==> src/rtl/agu_pkg.sv <==
package agu_pkg;

    typedef enum logic [2:0] {
        OP_HOLD = 3'b000,
        OP_LOAD = 3'b001,
        OP_INC  = 3'b010,
        OP_DEC  = 3'b011,
        OP_ADDO = 3'b100,
        OP_SUBO = 3'b101,
        OP_CIRC = 3'b110,
        OP_BREV = 3'b111
    } agu_op_e;

    typedef enum logic [1:0] {
        SEL_OFF  = 2'b00,
        SEL_LIMA = 2'b01,
        SEL_LIMB = 2'b10,
        SEL_NONE = 2'b11
    } agu_sel_e;

endpackage

==> src/rtl/agu_circ_wrap.sv <==
module agu_circ_wrap #(
    parameter int AW = 16
) (
    input  logic [AW-1:0] ptr,
    input  logic [AW-1:0] step,
    input  logic [AW-1:0] lim_a,
    input  logic [AW-1:0] lim_b,
    output logic [AW-1:0] next
);
    localparam int EW = AW + 2;

    logic signed [EW-1:0] p_s, o_s, lo_s, hi_s, sz_s, u_s, w_s;
    logic                 unused_hi;

    always_comb begin
        p_s = {2'b00, ptr};
        o_s = {{2{step[AW-1]}}, step};
        if (lim_a <= lim_b) begin
            lo_s = {2'b00, lim_a};
            hi_s = {2'b00, lim_b};
        end else begin
            lo_s = {2'b00, lim_b};
            hi_s = {2'b00, lim_a};
        end
        sz_s = hi_s - lo_s + {{(EW-1){1'b0}}, 1'b1};
        u_s  = p_s + o_s;
        if (u_s > hi_s)
            w_s = u_s - sz_s;
        else if (u_s < lo_s)
            w_s = u_s + sz_s;
        else
            w_s = u_s;
    end

    assign next      = w_s[AW-1:0];
    assign unused_hi = ^w_s[EW-1:AW];
endmodule

==> src/rtl/agu_revcarry.sv <==
module agu_revcarry #(
    parameter int AW = 16
) (
    input  logic [AW-1:0] base,
    input  logic [AW-1:0] step,
    output logic [AW-1:0] sum
);
    logic [AW-1:0] rb_base, rb_step, rb_sum;

    for (genvar i = 0; i < AW; i++) begin : g_mirror
        assign rb_base[i] = base[AW-1-i];
        assign rb_step[i] = step[AW-1-i];
        assign sum[i]     = rb_sum[AW-1-i];
    end

    assign rb_sum = rb_base + rb_step;
endmodule

==> src/rtl/agu_core.sv <==
module agu_core
    import agu_pkg::*;
#(
    parameter int AW = 16
) (
    input  logic          clk,
    input  logic          rst_n,
    input  logic          op_valid,
    input  logic [2:0]    op_code,
    input  logic [AW-1:0] load_val,
    input  logic          post_mode,
    input  logic          wr_en,
    input  logic [1:0]    wr_sel,
    input  logic [AW-1:0] wr_data,
    output logic [AW-1:0] addr_o,
    output logic          addr_valid_o
);
    localparam logic [AW-1:0] ONE = {{(AW-1){1'b0}}, 1'b1};

    typedef struct packed {
        logic [AW-1:0] addr;
        logic [AW-1:0] off;
        logic [AW-1:0] lim_a;
        logic [AW-1:0] lim_b;
        logic [AW-1:0] out;
        logic          vld;
    } agu_state_t;

    agu_state_t    st_d, st_q;
    logic [AW-1:0] circ_next, brev_next, new_addr;

    agu_circ_wrap #(.AW(AW)) u_circ (
        .ptr   (st_q.addr),
        .step  (st_q.off),
        .lim_a (st_q.lim_a),
        .lim_b (st_q.lim_b),
        .next  (circ_next)
    );

    agu_revcarry #(.AW(AW)) u_brev (
        .base (st_q.addr),
        .step (st_q.off),
        .sum  (brev_next)
    );

    always_comb begin
        st_d = st_q;
        unique case (agu_op_e'(op_code))
            OP_HOLD: new_addr = st_q.addr;
            OP_LOAD: new_addr = load_val;
            OP_INC:  new_addr = st_q.addr + ONE;
            OP_DEC:  new_addr = st_q.addr - ONE;
            OP_ADDO: new_addr = st_q.addr + st_q.off;
            OP_SUBO: new_addr = st_q.addr - st_q.off;
            OP_CIRC: new_addr = circ_next;
            OP_BREV: new_addr = brev_next;
            default: new_addr = st_q.addr;
        endcase
        if (op_valid) begin
            st_d.addr = new_addr;
            st_d.out  = post_mode ? st_q.addr : new_addr;
        end
        st_d.vld = op_valid;
        if (wr_en) begin
            unique case (agu_sel_e'(wr_sel))
                SEL_OFF:  st_d.off   = wr_data;
                SEL_LIMA: st_d.lim_a = wr_data;
                SEL_LIMB: st_d.lim_b = wr_data;
                default:  ;
            endcase
        end
    end

    always_ff @(posedge clk) begin
        if (!rst_n)
            st_q <= '0;
        else
            st_q <= st_d;
    end

    assign addr_o       = st_q.out;
    assign addr_valid_o = st_q.vld;
endmodule

==> config.mk <==
export PLATFORM = sky130hd
export DESIGN_NAME = agu_core
export DESIGN_NICKNAME = d
export VERILOG_FILES = /design/src/rtl/agu_pkg.sv /design/src/rtl/agu_circ_wrap.sv /design/src/rtl/agu_revcarry.sv /design/src/rtl/agu_core.sv
export SDC_FILE = /design/constraint.sdc
export NUM_CORES = 1
export LEC_CHECK = 0
export ABC_AREA = 1
export BUFFER_PORTS_ARGS = -buffer_cell sky130_fd_sc_hd__buf_4
export CORE_MARGIN = 1.5
export CORE_UTILIZATION = 50
export DETAILED_ROUTE_END_ITERATION = 7
export GPL_TIMING_DRIVEN = 0
export PLACE_DENSITY = 0.71
export SYNTH_ARGS = -nofsm -noshare
export SYNTH_HDL_FRONTEND = slang
export SYNTH_SLANG_ARGS = --single-unit
==> constraint.sdc <==
create_clock -name clk -period 5.9 [get_ports clk]
set_clock_uncertainty 0.05 [all_clocks]
set_input_delay 1.18 -clock clk [delete_from_list [all_inputs] [get_ports clk]]
set_output_delay 1.18 -clock clk [all_outputs]
set_load 0.02 [all_outputs]
After elaboration in Yosys (flattened, before gate mapping) --
Index checks and enable logic that the tools add are counted.
Storage, ports and cells: memory bits (writable) 0, bits in latches 0, bits in registers 81, memories 0, bits in read-only memories 0
Cells by class: bitwise operators 0, multiply operators 0, reduce and logical (&&, ||, !) cells 5, shift-type cells 0, $lt $le $gt $ge 3, multiplexer cells 6, divide/modulo/power cells 0, equal/unequal tests 9, add/subtract/negate cells 10
Operators with widths (count):
- 16-bit case mux with 8 select lines | 1
- 16-bit two-way mux | 5
- 16-bit adder | 3
- 16-bit subtractor | 3
- 16-bit by 1-bit adder with 16-bit output, second input constant | 2
- 17-bit by 16-bit adder with 18-bit output | 1
- 18-bit by 17-bit greater-than comparator with 1-bit output | 1
- 18-bit by 17-bit less-than comparator with 1-bit output | 1
- 16-bit <= comparator | 1
- 16-bit by 1-bit subtractor with 16-bit output, second input constant | 1
- 3-bit == test, second input constant | 4
- 3-bit by 2-bit == test with 1-bit output, second input constant | 2
- 2-bit AND reduction | 3
- 3-bit by 1-bit == test with 1-bit output, second input constant | 1
- 3-bit zero test | 1
- 2-bit by 1-bit == test with 1-bit output, second input constant | 1
- 2-bit == test, second input constant | 1
- 2-bit zero test | 1

Depth between registers and ports, before layout --
word-level depth 9, mapped depth 45, mapped depth without buffers 44

By module --
A second synthesis with hierarchy kept.
Second synthesis, totals: cell total of the unflattened synthesis 1721, area total of the unflattened synthesis 10671.5 um^2
Modules (own cells, without submodules):
- agu_core | area an instance 4959.8 um^2, times used 1, sequential area each 1621.6 um^2, cells an instance 747
- agu_circ_wrap | area an instance 4802.1 um^2, times used 1, sequential area each 0.0 um^2, cells an instance 799
- agu_revcarry | area an instance 909.6 um^2, times used 1, sequential area each 0.0 um^2, cells an instance 175

Worst setup path after synthesis --
OpenSTA, ideal clock, no wires.
kind reg2reg, start register st_q[28] in the netlist's numbering, end register st_q (netlist bit addr_o[15]), arrival 5217 ps, slack 562 ps, path buffers 2, cell stages (with the launch flop) 41, setup time 71 ps, period minus slack after synthesis 5338 ps, required time 5779 ps, cells stage by stage dfxtp_1 inv_1 ha_1 nand2_1 inv_1 nand3_1 nor3_1 nand3_1 nand2_1 clkbuf_1 clkbuf_1 nand2_1 o211ai_1 ha_1 nand3_1 nand2_1 nand2_1 o211ai_1 [5 not listed] a21oi_1 o21bai_1 xnor2_1 inv_1 ha_1 inv_1 a221o_1 a31oi_1 nand3_1 nand2_1 nor2_1 nor2_1 nand2_1 nand2_1 nand2_1 nand2_1 nand2_1 a21oi_1
On the way: word-level cells in the longest chain between the ends 9, elaborated cells on any way between the ends 13, classes of those cells 4 x add/sub; 3 x order compare; 6 x mux
RTL lines:
- from (decl) | RTL line agu_core.sv:29 | agu_state_t st_d, st_q;
- from (signal assigned) | RTL line agu_core.sv:78 | st_q <= st_d;
- 16-bit <= comparator | RTL line agu_circ_wrap.sv:18 | if (lim_a <= lim_b) begin
- 16-bit two-way mux | RTL line agu_circ_wrap.sv:18
- 16-bit subtractor | RTL line agu_circ_wrap.sv:25 | sz_s = hi_s - lo_s + {{(EW-1){1'b0}}, 1'b1};
- 16-bit by 1-bit adder with 16-bit output | RTL line agu_circ_wrap.sv:25
- 16-bit adder | RTL line agu_circ_wrap.sv:30 | w_s = u_s + sz_s;
- 16-bit two-way mux | RTL line agu_circ_wrap.sv:29 | else if (u_s < lo_s)
- 16-bit two-way mux * | RTL line agu_circ_wrap.sv:27 | if (u_s > hi_s)
- 16-bit case mux with 8 select lines * | RTL line agu_core.sv:48 | unique case (agu_op_e'(op_code))
- 16-bit two-way mux * | RTL line agu_core.sv:61 | st_d.out = post_mode ? st_q.addr : new_addr;
Mark *: on every way between the ends. The rest lies on a longest branch, timed or not. A chain may end at the register's enable or synchronous reset.

Worst setup path in the final report --
start register st_q[19] in the netlist's numbering, end register st_q (netlist bit addr_o[15])
The elaborated chain is that of the path after synthesis.

==> impl_metrics.env <==
export IMPL_outcome="completed"
export IMPL_synth_area_leader_cell="dfxtp_1"
export IMPL_cp_required_ns=6.14
export IMPL_slowest_delay_ns=0.36
export IMPL_maxCapViolations=0
export IMPL_p_per_area_nw_per_um2=405.0
export IMPL_synth_top_area_share_pct=15.75
export IMPL_p_total_w=0.004845
export IMPL_postCtsHoldBufs=0
export IMPL_io_buffers=57
export IMPL_relSlewSlack_pct=20.09
export IMPL_finalCritPeriodShare_pct=98.16
export IMPL_htree_levels=3
export IMPL_wirelength_um=35450
export IMPL_vdd_ir_drop_max_mv=0.2260
export IMPL_synth_warning_count=0
export IMPL_crit_arrival_ns=6.03
export IMPL_p_leak_nw=5.970
export IMPL_synth_async_reset_ratio_pct=0
export IMPL_root_buffer="clkbuf_16"
export IMPL_cp_max_fo=10
export IMPL_first_iter_violations=1101
export IMPL_post_route_min_period_ns=5.792
export IMPL_synth_avg_cell_area_um2=6.144
export IMPL_cp_depth=43
export IMPL_min_path_type="flop to flop"
export IMPL_synth_cell_type_count=54
export IMPL_initial_core_util_pct=50.89
export IMPL_cts_buffers_inserted=9
export IMPL_io_pins=59
export IMPL_syn_area_um2=10300
export IMPL_grt_overflow_total=0
export IMPL_synth_area_leaders="dfxtp_1 16%, ha_1 15%, nand2_1 14%"
export IMPL_synth_xor_area_share_pct=4.751
export IMPL_synth_top_family_by_area="simple AND/OR/NAND/NOR gates"
export IMPL_synth_fa_ha_area_share_pct=16.60
export IMPL_fin_area_um2=11960
export IMPL_dieArea_um2=21470
export IMPL_dieHeight_um=146.5
export IMPL_grtUsageTotal_pct=31.75
export IMPL_dr_total_vias=11560
export IMPL_synth_fp_nets=1851
export IMPL_critPathTopFamily="compound AO/OA/AOI/OAI gates"
export IMPL_setup_viol=0
export IMPL_worstReg2RegStart="st_q[19]"
export IMPL_tightest_slew_ns=1.189
export IMPL_end_kind="flop"
export IMPL_startpoint_type="flop"
export IMPL_wl_per_cell_um=17.43
export IMPL_placed_area_um2=11060
export IMPL_gp_congestion=0.9841
export IMPL_grt_pass1_wl_um=53400
export IMPL_clock_sinks=81
export IMPL_synth_compound_area_share_pct=22.82
export IMPL_synth_seq_cells=81
export IMPL_cp_startpoint="st_q[19]"
export IMPL_synth_edf_count=0
export IMPL_n_antenna_cell=0
export IMPL_rows=52
export IMPL_layout_nets=1934
export IMPL_synthFlopType="dfxtp_1"
export IMPL_insertion_delay_ns=0.36
export IMPL_clockBufferDepth=2
export IMPL_synth_simple_area_share_pct=27.39
export IMPL_hold_viol_final=0
export IMPL_clk_pin_slew_ns=0.08
export IMPL_drive_above_1_share_pct=14.12
export IMPL_crit_path_frequent_cell="nand2_1"
export IMPL_antenna_found_initial=0
export IMPL_clock_fmax_ghz=0.1727
export IMPL_min_from="addr_o[3]"
export IMPL_die_x_um=146.5
export IMPL_first_pass_iters=6
export IMPL_rsz0062_at_grt="yes"
export IMPL_ys_seq_area_share_pct=15.75
export IMPL_cts_tree="yes"
export IMPL_final_common_cell="nand2_1"
export IMPL_grt_max_degree=19
export IMPL_slew_violations=0
export IMPL_crit_buf_inv=7
export IMPL_criticalPathCategory="flop to flop"
export IMPL_syn2layout_area_growth_pct=16.18
export IMPL_syn_inst=1676
export IMPL_reg2reg_setup_slack_ns=0.11
export IMPL_ant_nets=0
export IMPL_hold_depth=2
export IMPL_drt_vias_per_instance=5.683
export IMPL_dpl_hpwl_um=28420
export IMPL_grt_pass1_vias=10166
export IMPL_drcViolationCount=0
export IMPL_core_um2=20230
export IMPL_final_cell_mix="366 x nand2_1, 218 x inv_1, 181 x a21oi_1"
export IMPL_synthMuxAreaShare_pct=0
export IMPL_slowest_stage="ha_4"
export IMPL_r2r_cells=43
## tightest hold or removal path, cell delays in order (launching register included)
cell and delay, ns:
dfxtp_1 0.31, nand2_1 0.06, a21oi_1 0.05
## routing by layer
metal  vias to the layer above  routed length (µm)  global-route usage (%)
met1                      5301               15800                   44.66
met3                        63                3071                   4.750
met4                         0                 956                   9.394
met5                         -                   0                       0
met2                       509               15620                   50.00
li1                       5687                   -                       -
## Yosys cell counts (3+ instances only)
library cell,instances
nand2_2,14
o21ai_1,5
xnor2_1,9
o211ai_1,10
a2111oi_0,4
nand2_1,372
a31oi_1,10
or2_2,3
inv_1,225
o21ai_0,161
dfxtp_1,81
buf_2,13
xor2_1,45
nand4_1,17
a21o_1,7
nand3_2,7
a21oi_1,187
fa_1,6
o21bai_1,8
ha_1,127
a21oi_2,4
nor3_1,20
a211oi_1,10
nand3_1,87
clkbuf_1,39
nor2_1,138
buf_4,23
inv_2,5
o2111ai_1,4
## timing repair
item                                    4_1_cts  5_1_grt
pin swaps                                     6       29
resized for setup                            25       94
buffers inserted                              3       14
endpoints found under the setup margin       16       17
cloned                                        0        1
## metrics by stage
step | setup TNS (ns) | std cells | hold slack, ns | setup WS, ns | util [%]
after floorplan | 0 | 1676 | 0.3957 | 0.5615 | -
after global placement | -4.123 | 2003 | 0.4038 | -0.5923 | 54.67
after detailed placement | -5.611 | 2003 | 0.4054 | -0.6764 | 54.67
after CTS | 0 | 2020 | 0.4166 | 0.005753 | 56.76
after global routing | -0.8491 | 2034 | 0.4314 | -0.1867 | 59.13
final | 0 | 2034 | 0.4145 | 0.1084 | 59.13
## area by class of cell
cell class | count | area (µm²)
Multi-Input combinational cell | 1283 | 7772
Clock buffer | 9 | 225.2
Inverter | 231 | 867.1
Buffer | 78 | 467.9
Clock inverter | 7 | 86.33
Sequential cell | 81 | 1627
Timing Repair Buffer | 75 | 580.6
Fill cell | 1991 | 8270
Tap cell | 270 | 337.8
## flip-flops by register name, summed over array words and instances, names as in the netlist
signal,count
st_q,64
addr_o,16
addr_valid_o,1
## where the power goes
part	switching, W	total (W)	internal [W]
Combinational	0.00226	0.00363	0.00136
Clock	0.000277	0.000579	0.000302
Sequential	0.0000539	0.000640	0.000586
Total	0.00259	0.00485	0.00225
## kinds of logic after synthesis
group	after synthesis
adders and majority gates	133
and+or+nand+nor	668
DFF	81
buffers and inverters	312
AOI/OAI and AO/OA	427
xor gates and xnor gates	55
## final timing paths
check | end
min | addr_o[3]
min reg2reg | addr_o[3]
max | addr_o[15]
max reg2reg | addr_o[15]
(Power assumes the default switching activity.)
